<file path="src/rtl/irq_pkg.sv">
package irq_pkg;

  typedef enum logic [2:0] {
    ED_FETCH,
    ED_TRAP,
    ED_MEM,
    ED_FPU,
    ED_NONE
  } edataSelT;

  typedef struct packed {
    logic     takeInt;
    logic     repeatInt;
    logic     rfe;
    logic     srWrite;
    edataSelT edataSel;
  } irqStrobeT;

  localparam int BIT_ILLEGAL = 1;
  localparam int BIT_MISAL   = 2;
  localparam int BIT_IPF     = 3;
  localparam int BIT_DPF     = 4;
  localparam int BIT_TRAP    = 5;
  localparam int BIT_OVF     = 6;
  localparam int BIT_FP_LO   = 7;
  localparam int FP_EXC_W    = 6;
  localparam int BIT_FP_HI   = BIT_FP_LO + FP_EXC_W - 1;

endpackage

</file>
<file path="src/rtl/irq_ctrl.sv">
module irq_ctrl
  import irq_pkg::*;
#(
  parameter int DATA_W       = 32,
  parameter int REPEAT_LEVEL = 5,
  parameter int UNMASK_LO    = 6,
  localparam int LVL_W       = $clog2(DATA_W)
) (
  input  logic                clk,
  input  logic                rst,
  input  logic                illegalInstr,
  input  logic                fetchMisal,
  input  logic                fetchPageFault,
  input  logic                dataMisal,
  input  logic                dataPageFault,
  input  logic                trapInstr,
  input  logic                aluOverflow,
  input  logic                fpClass,
  input  logic [FP_EXC_W-1:0] fpExc,
  input  logic                memOp,
  input  logic                rfeInstr,
  input  logic                srWrEn,
  input  logic [DATA_W-1:0]   srCur,
  output logic [DATA_W-1:0]   maskedCause,
  output logic                jisr,
  output logic [LVL_W-1:0]    intLevel,
  output irqStrobeT           strobe
);

  logic [DATA_W-1:0] rawCause;
  logic              fetchFault;
  logic              isRepeat;

  assign fetchFault = fetchMisal | fetchPageFault;

  // Raw cause gathering: fixed layout, upper bits tied low
  genvar gi;
  generate
    for (gi = 0; gi < DATA_W; gi++) begin : g_cause
      if (gi == BIT_ILLEGAL) begin : g_ill
        assign rawCause[gi] = illegalInstr;
      end else if (gi == BIT_MISAL) begin : g_mis
        assign rawCause[gi] = fetchMisal | dataMisal;
      end else if (gi == BIT_IPF) begin : g_ipf
        assign rawCause[gi] = fetchPageFault;
      end else if (gi == BIT_DPF) begin : g_dpf
        assign rawCause[gi] = dataPageFault;
      end else if (gi == BIT_TRAP) begin : g_trp
        assign rawCause[gi] = trapInstr;
      end else if (gi == BIT_OVF) begin : g_ovf
        assign rawCause[gi] = aluOverflow & ~fetchFault;
      end else if (gi >= BIT_FP_LO && gi <= BIT_FP_HI) begin : g_fp
        assign rawCause[gi] = fpClass & fpExc[gi-BIT_FP_LO];
      end else begin : g_zero
        assign rawCause[gi] = 1'b0;
      end
    end

    // Status-register masking; low bits and the top FP bit are unmaskable
    for (gi = 0; gi < DATA_W; gi++) begin : g_mask
      if (gi >= UNMASK_LO && gi != BIT_FP_HI) begin : g_m
        assign maskedCause[gi] = rawCause[gi] & srCur[gi];
      end else begin : g_p
        assign maskedCause[gi] = rawCause[gi];
      end
    end
  endgenerate

  // Lowest set index wins
  always_comb begin
    intLevel = '0;
    for (int i = DATA_W - 1; i >= 0; i--) begin
      if (maskedCause[i]) intLevel = LVL_W'(i);
    end
  end

  assign jisr     = |maskedCause;
  assign isRepeat = jisr && (int'(intLevel) < REPEAT_LEVEL);

  always_comb begin
    strobe.takeInt   = jisr;
    strobe.repeatInt = isRepeat;
    strobe.rfe       = rfeInstr;
    strobe.srWrite   = srWrEn;
    if (fetchFault)     strobe.edataSel = ED_FETCH;
    else if (trapInstr) strobe.edataSel = ED_TRAP;
    else if (memOp)     strobe.edataSel = ED_MEM;
    else if (fpClass)   strobe.edataSel = ED_FPU;
    else                strobe.edataSel = ED_NONE;
  end

  // a fetch fault hides overflow
  a_r2_ovf_hidden: assert property (@(posedge clk) disable iff (rst)
    fetchFault |-> !maskedCause[BIT_OVF]);

  // the chosen level is a set bit with nothing set below it
  a_r5_level_lowest: assert property (@(posedge clk) disable iff (rst)
    jisr |-> (maskedCause[intLevel] &&
              ((maskedCause & ((DATA_W'(1) << intLevel) - DATA_W'(1))) == '0)));

  // repeat implies a jump at a low level
  a_r6_repeat_low: assert property (@(posedge clk) disable iff (rst)
    strobe.repeatInt |-> (jisr && int'(intLevel) < REPEAT_LEVEL));

  // bit 12 reaches the jump decision even with a zero status
  a_r4_unmaskable_fp: assert property (@(posedge clk) disable iff (rst)
    (fpClass && fpExc[FP_EXC_W-1]) |-> jisr);

endmodule

</file>
<file path="src/rtl/irq_datapath.sv">
module irq_datapath
  import irq_pkg::*;
#(
  parameter int          DATA_W   = 32,
  parameter logic [31:0] ISR_ADDR = 32'h0000_0000,
  localparam logic [DATA_W-1:0] ISR_START = DATA_W'(ISR_ADDR),
  localparam logic [DATA_W-1:0] ISR_NEXT  = DATA_W'(ISR_ADDR) + DATA_W'(4)
) (
  input  logic              clk,
  input  logic              rst,
  input  irqStrobeT         strobe,
  input  logic [DATA_W-1:0] maskedCause,
  input  logic [DATA_W-1:0] srWrData,
  input  logic [DATA_W-1:0] pcpNext,
  input  logic [DATA_W-1:0] trapImm,
  input  logic [DATA_W-1:0] effAddr,
  input  logic [DATA_W-1:0] fpuResultHi,
  output logic [DATA_W-1:0] srReg,
  output logic [DATA_W-1:0] esrReg,
  output logic [DATA_W-1:0] ecaReg,
  output logic [DATA_W-1:0] epcReg,
  output logic [DATA_W-1:0] edpcReg,
  output logic [DATA_W-1:0] edataReg,
  output logic [DATA_W-1:0] dpcReg,
  output logic [DATA_W-1:0] pcpReg
);

  logic [DATA_W-1:0] srUpd;
  logic [DATA_W-1:0] dpcUpd;
  logic [DATA_W-1:0] edataVal;

  assign srUpd  = strobe.rfe ? esrReg : (strobe.srWrite ? srWrData : srReg);
  assign dpcUpd = strobe.rfe ? edpcReg : pcpReg;

  always_comb begin
    unique case (strobe.edataSel)
      ED_FETCH: edataVal = dpcReg;
      ED_TRAP:  edataVal = trapImm;
      ED_MEM:   edataVal = effAddr;
      ED_FPU:   edataVal = fpuResultHi;
      default:  edataVal = '0;
    endcase
  end

  always_ff @(posedge clk) begin
    if (rst) begin
      srReg    <= '0;
      esrReg   <= '0;
      ecaReg   <= '0;
      epcReg   <= '0;
      edpcReg  <= '0;
      edataReg <= '0;
      dpcReg   <= ISR_START;
      pcpReg   <= ISR_NEXT;
    end else if (strobe.takeInt) begin
      srReg    <= '0;
      esrReg   <= strobe.repeatInt ? srReg  : srUpd;
      ecaReg   <= maskedCause;
      epcReg   <= strobe.repeatInt ? pcpReg : pcpNext;
      edpcReg  <= strobe.repeatInt ? dpcReg : dpcUpd;
      edataReg <= edataVal;
      dpcReg   <= ISR_START;
      pcpReg   <= ISR_NEXT;
    end else begin
      srReg    <= srUpd;
      dpcReg   <= dpcUpd;
      pcpReg   <= pcpNext;
    end
  end

  // status cleared after a jump
  a_r7_sr_cleared: assert property (@(posedge clk) disable iff (rst)
    strobe.takeInt |=> (srReg == '0));

  // redirect to the service routine
  a_r10_redirect: assert property (@(posedge clk) disable iff (rst)
    strobe.takeInt |=> (dpcReg == ISR_START && pcpReg == ISR_NEXT));

  // a repeat interrupt saves the current PC pair
  a_r8_repeat_pcs: assert property (@(posedge clk) disable iff (rst)
    (strobe.takeInt && strobe.repeatInt) |=>
      (epcReg == $past(pcpReg) && edpcReg == $past(dpcReg)));

  // return restores status and delayed PC
  a_r11_rfe_restore: assert property (@(posedge clk) disable iff (rst)
    (!strobe.takeInt && strobe.rfe) |=>
      (srReg == $past(esrReg) && dpcReg == $past(edpcReg)));

endmodule

</file>
<file path="src/rtl/irq_cause_unit.sv">
module irq_cause_unit
  import irq_pkg::*;
#(
  parameter int          DATA_W   = 32,
  parameter logic [31:0] ISR_ADDR = 32'h0000_0000,
  localparam int         LVL_W    = $clog2(DATA_W)
) (
  input  logic                clk,
  input  logic                rst,
  input  logic                illegalInstr,
  input  logic                fetchMisal,
  input  logic                fetchPageFault,
  input  logic                dataMisal,
  input  logic                dataPageFault,
  input  logic                trapInstr,
  input  logic                aluOverflow,
  input  logic                fpClass,
  input  logic [FP_EXC_W-1:0] fpExc,
  input  logic                memOp,
  input  logic                rfeInstr,
  input  logic                srWrEn,
  input  logic [DATA_W-1:0]   srWrData,
  input  logic [DATA_W-1:0]   pcpNext,
  input  logic [DATA_W-1:0]   trapImm,
  input  logic [DATA_W-1:0]   effAddr,
  input  logic [DATA_W-1:0]   fpuResultHi,
  output logic                jisr,
  output logic [LVL_W-1:0]    intLevel,
  output logic                repeatInt,
  output logic                commitBlock,
  output logic [DATA_W-1:0]   srOut,
  output logic [DATA_W-1:0]   esrOut,
  output logic [DATA_W-1:0]   ecaOut,
  output logic [DATA_W-1:0]   epcOut,
  output logic [DATA_W-1:0]   edpcOut,
  output logic [DATA_W-1:0]   edataOut,
  output logic [DATA_W-1:0]   dpcOut,
  output logic [DATA_W-1:0]   pcpOut
);

  irqStrobeT         strobe;
  logic [DATA_W-1:0] maskedCause;

  irq_ctrl #(.DATA_W(DATA_W)) u_ctrl (
    .clk           (clk),
    .rst           (rst),
    .illegalInstr  (illegalInstr),
    .fetchMisal    (fetchMisal),
    .fetchPageFault(fetchPageFault),
    .dataMisal     (dataMisal),
    .dataPageFault (dataPageFault),
    .trapInstr     (trapInstr),
    .aluOverflow   (aluOverflow),
    .fpClass       (fpClass),
    .fpExc         (fpExc),
    .memOp         (memOp),
    .rfeInstr      (rfeInstr),
    .srWrEn        (srWrEn),
    .srCur         (srOut),
    .maskedCause   (maskedCause),
    .jisr          (jisr),
    .intLevel      (intLevel),
    .strobe        (strobe)
  );

  irq_datapath #(.DATA_W(DATA_W), .ISR_ADDR(ISR_ADDR)) u_dp (
    .clk        (clk),
    .rst        (rst),
    .strobe     (strobe),
    .maskedCause(maskedCause),
    .srWrData   (srWrData),
    .pcpNext    (pcpNext),
    .trapImm    (trapImm),
    .effAddr    (effAddr),
    .fpuResultHi(fpuResultHi),
    .srReg      (srOut),
    .esrReg     (esrOut),
    .ecaReg     (ecaOut),
    .epcReg     (epcOut),
    .edpcReg    (edpcOut),
    .edataReg   (edataOut),
    .dpcReg     (dpcOut),
    .pcpReg     (pcpOut)
  );

  assign repeatInt   = strobe.repeatInt;
  assign commitBlock = jisr & repeatInt;

endmodule

</file>
<file path="config.mk">
export PLATFORM = sky130hd
export DESIGN_NAME = irq_cause_unit
export DESIGN_NICKNAME = d
export VERILOG_FILES = /design/src/rtl/irq_pkg.sv /design/src/rtl/irq_ctrl.sv /design/src/rtl/irq_datapath.sv /design/src/rtl/irq_cause_unit.sv
export SDC_FILE = /design/constraint.sdc
export NUM_CORES = 1
export LEC_CHECK = 0
export BUFFER_PORTS_ARGS = -buffer_cell sky130_fd_sc_hd__clkbuf_2
export CORE_ASPECT_RATIO = 1.1
export CORE_MARGIN = 10
export CORE_UTILIZATION = 35
export DETAILED_ROUTE_END_ITERATION = 8
export MAX_ROUTING_LAYER = met4
export PLACE_DENSITY_LB_ADDON = 0.05
export SLEW_MARGIN = 20
export SYNTH_ARGS = -nofsm -noshare
export SYNTH_HDL_FRONTEND = slang
export SYNTH_SLANG_ARGS = --single-unit
</file>
<file path="constraint.sdc">
create_clock -name clk -period 4.6 [get_ports clk]
set_clock_uncertainty 0.15 [all_clocks]
set_input_delay 0.46 -clock clk [delete_from_list [all_inputs] [get_ports clk]]
set_output_delay 0.46 -clock clk [all_outputs]
set_load 0.03 [all_outputs]
</file>
==> results by group <==
Floorplan
  – Die area: 38100 um^2
  – Initial Util: 35.4%
  – I/O pin cnt: 443
  – Die width: 187 um
  – Core Area: 30300 um^2
  – Num rows: 67
  – Die Y: 204 um

Synthesis
  – Synth Area in Simple Gates: 22.6%
  – Largest family of logic cells by synthesized area: simple AND/OR/NAND/NOR gates
  – Yosys warns: 0
  – Ys flop type: dfxtp_1
  – Fraction of registers with async set/reset: 0%
  – Top cells by area, synth: dfxtp_1, nand2_1, mux2i_1, a311oi_1, o21ai_0
  – Synth Area in Adders: 0%
  – Multiplexer area fraction after synthesis: 5.96%
  – Yosys reg bits: 236
  – Synth Area in XOR/XNOR: 0%
  – Syn_area_per_cell: 8.48 um^2
  – Mapped Cells: 1267
  – Sequential share of the synthesized area: 44.0%
  – Compound-gate portion of the synthesized area: 20.2%
  – Distinct cells, synth: 43
  – Post-synth EDFFs: 0
  – Cell taking the most area after synthesis: dfxtp_1
  – Netlist Area Pre-Place: 10700 um^2
  – Top-area cell type share of the netlist area: 44.0%

Timing
  – Fin crit share: 80.4%
  – Worst Max-Slew Pin Slew: 932 ps
  – Period minus WS final: 3700 ps
  – Setup Viol. Count Final: 0
  – Worst slew margin: 37.9%
  – Final Hold Viols: 0
  – Setup TNS: 0 ps
  – Pins over their slew limit: 0
  – Peak Freq: 0.270 GHz
  – RSZ-0062 raised after global routing: false

Clock tree
  – CTS root buf: clkbuf_16
  – Longest Clk Path Bufs: 3
  – Htree depth: 1
  – Clk sink count: 236
  – CTS buffer count: 27
  – Clock latency on the worst-skew pair: 540 ps
  – CTS tree: built
  – Post-CTS setup buffer count: 0
  – Clk slew on worst S/H paths: 60 ps

Cells and area
  – Fill cells: 3113
  – NumNets Final: 1806
  – Register area: 4720 um^2
  – Area of the multi-input gates: 5380 um^2
  – N_diodes: 0
  – Share of cells above drive strength 1: 31.5%
  – Post-route cell area: 14100 um^2
  – Synth-to-layout area growth: 31.1%

Run status
  – Outcome: completed

Global route
  – Vias in the first global route: 11300
  – Tot GR Track Use: 24.0%
  – First-pass GRT wire length: 71.3 mm
  – Grt ovf: 0
  – Initial antenna violation count: 0
  – Pin count of the biggest net entering global routing: 73

Min path
  – Hold crit path type: in2reg

Worst setup path
  – Kind of critical path: reg2out
  – Crit end category: output pin
  – Worst Path Required: 3990 ps
  – Arrival time at the worst endpoint: 3090 ps
  – Worst setup SP type: flip-flop
  – CP max FO: 33

Detailed routing
  – DRT Wirelength: 47.2 mm
  – Iteration-0 DRC Markers: 663
  – DR WL/cell: 22.9 um
  – DRC Markers: 0
  – Detailed-route via count: 11100
  – Drt pass-1 iters: 5
  – Via density: 5.39
  – Routed Antenna Nets: 0

Pwr
  – Peak supply drop: 173 uV
  – Power density cells: 334 nW/um^2
  – Lkg Pwr: 5.84 nW

Flow run
  – # Max-Cap Violations: 0

Place
  – DP Wirelength: 33.3 mm
  – DP Area: 12900 um^2
  – # port buffers: 421
  – Final Wtd Congestion: 0.851
## cell families (layout without fill, tap and decap cells)
logic type      count (synthesis)  count (layout)
simple gates                  489             489
compound gates                313             313
flops                         236             236
buf+inv                       164             524
mux                            64              64
other cells                     1              21
## registers in the layout, indices dropped and copies added (netlist names)
register       count
u_dp.dpcReg       32
u_dp.ecaReg       12
u_dp.edataReg     32
u_dp.edpcReg      32
u_dp.epcReg       32
u_dp.esrReg       32
u_dp.pcpReg       32
u_dp.srReg        32
## path summary, 6_finish.rpt
| kind | start | cells after the start | to | slack (ps) |
|---|---|---|---|---|
| worst max-delay path | u_dp.srReg[6] | 5 | intLevel[3] | 900 |
| worst min-delay path | pcpNext[28] | 2 | u_dp.pcpReg[28] | 20 |
| worst max register to register | u_dp.srReg[6] | 6 | u_dp.epcReg[18] | 1460 |
| worst min register to register | u_dp.ecaReg[2] | 2 | u_dp.ecaReg[2] | 330 |
## power breakdown
group	total (mW)	switching (mW)	internal [mW]	leakage (nW)
Sequential	2.08	0.0145	2.07	1.91
Clock	2.18	0.874	1.31	0.447
Combinational	0.436	0.288	0.148	3.49
## worst max-delay path: stages, from the launching register on
cell and delay (ps):
dfxtp_1 450, nor4bb_1 770, or4b_4 550, buf_4 420, nor2_1 110, clkbuf_2 220
## cells in the mapped netlist (2+ instances only)
library cell and instances:
a31oi_1 6, a221oi_1 32, o21ai_0 97, o31ai_1 34
nor2_2 11, clkbuf_1 109, buf_1 15, nand2_1 193
a221o_1 2, nor3_1 66, nand3_1 76, a22o_1 2
nor2_1 34, o221ai_1 32, a21oi_1 39, buf_4 23
nand4b_1 32, a311oi_1 64, buf_2 5, and2_1 64
nor4b_1 2, dfxtp_1 236, buf_6 9, inv_1 2
mux2i_1 64
## cell type report
class	count	area share [%]
multi-input cells	887	38.2
inverters	3	0.0799
clock inverters	4	0.346
clock buffers	45	6.06
well taps	414	3.68
flip-flops and latches	236	33.5
repair buffers	472	18.1
## stage by stage
stage | power (mW) | setup WS [ps] | utilization (%) | instances | hold slack [ps]
6_report | 4.70 | 901 | 46.4 | 2061 | 16.3
5_1_grt | 4.86 | 726 | 46.4 | 2061 | 21.0
4_1_cts | 4.75 | 920 | 46.4 | 2061 | 3.10
3_5_place_dp | 2.54 | 1120 | 42.7 | 1988 | 316
3_3_place_gp | 2.54 | 1210 | 42.7 | 1988 | 306
2_1_floorplan | 2.38 | 1700 | - | 1287 | 411
## placed cells by master, fill, tap and decap left out, drive strengths merged
cell type	synthesis	final
clkbuf	109	464
a311oi	64	64
or4	2	2
nor3	67	67
o21bai	1	1
a32oi	1	1
a22o	2	2
nor4bb	1	1
dfxtp	236	236
nand4b	32	32
o21ai	97	97
nand2	193	193
o221ai	32	32
buf	52	29
a211oi	1	1
o31a	1	1
bufinv	0	1
a221oi	32	32
nor3b	1	1
or3	1	1
inv	3	4
a32o	1	1
clkinv	0	2
nor4b	2	2
a31oi	6	6
nand3	76	76
and2	64	64
and3	1	1
nand2b	1	1
mux2i	64	64
o31ai	34	34
a21oi	39	39
conb	1	21
or2	1	1
or4b	1	1
dlygate4sd3	0	24
a221o	2	2
nor2	46	46
## layer usage
| metal | GRT usage (%) | share of wire, % | vias up |
|---|---|---|---|
| li1 | - | - | 5307 |
| met1 | 29.8 | 43 | 5280 |
| met2 | 38.3 | 47 | 463 |
| met3 | 5.45 | 7.3 | 68 |
| met4 | 6.60 | 2.5 | 0 |
| met5 | - | 0 | - |
## repair_timing
| item | in CTS | in global routing |
|---|---|---|
| resized for setup | 0 | 0 |
| hold endpoints to repair | 24 | 0 |
| hold buffers | 24 | 0 |
Power figures use the tool's default switching activity.
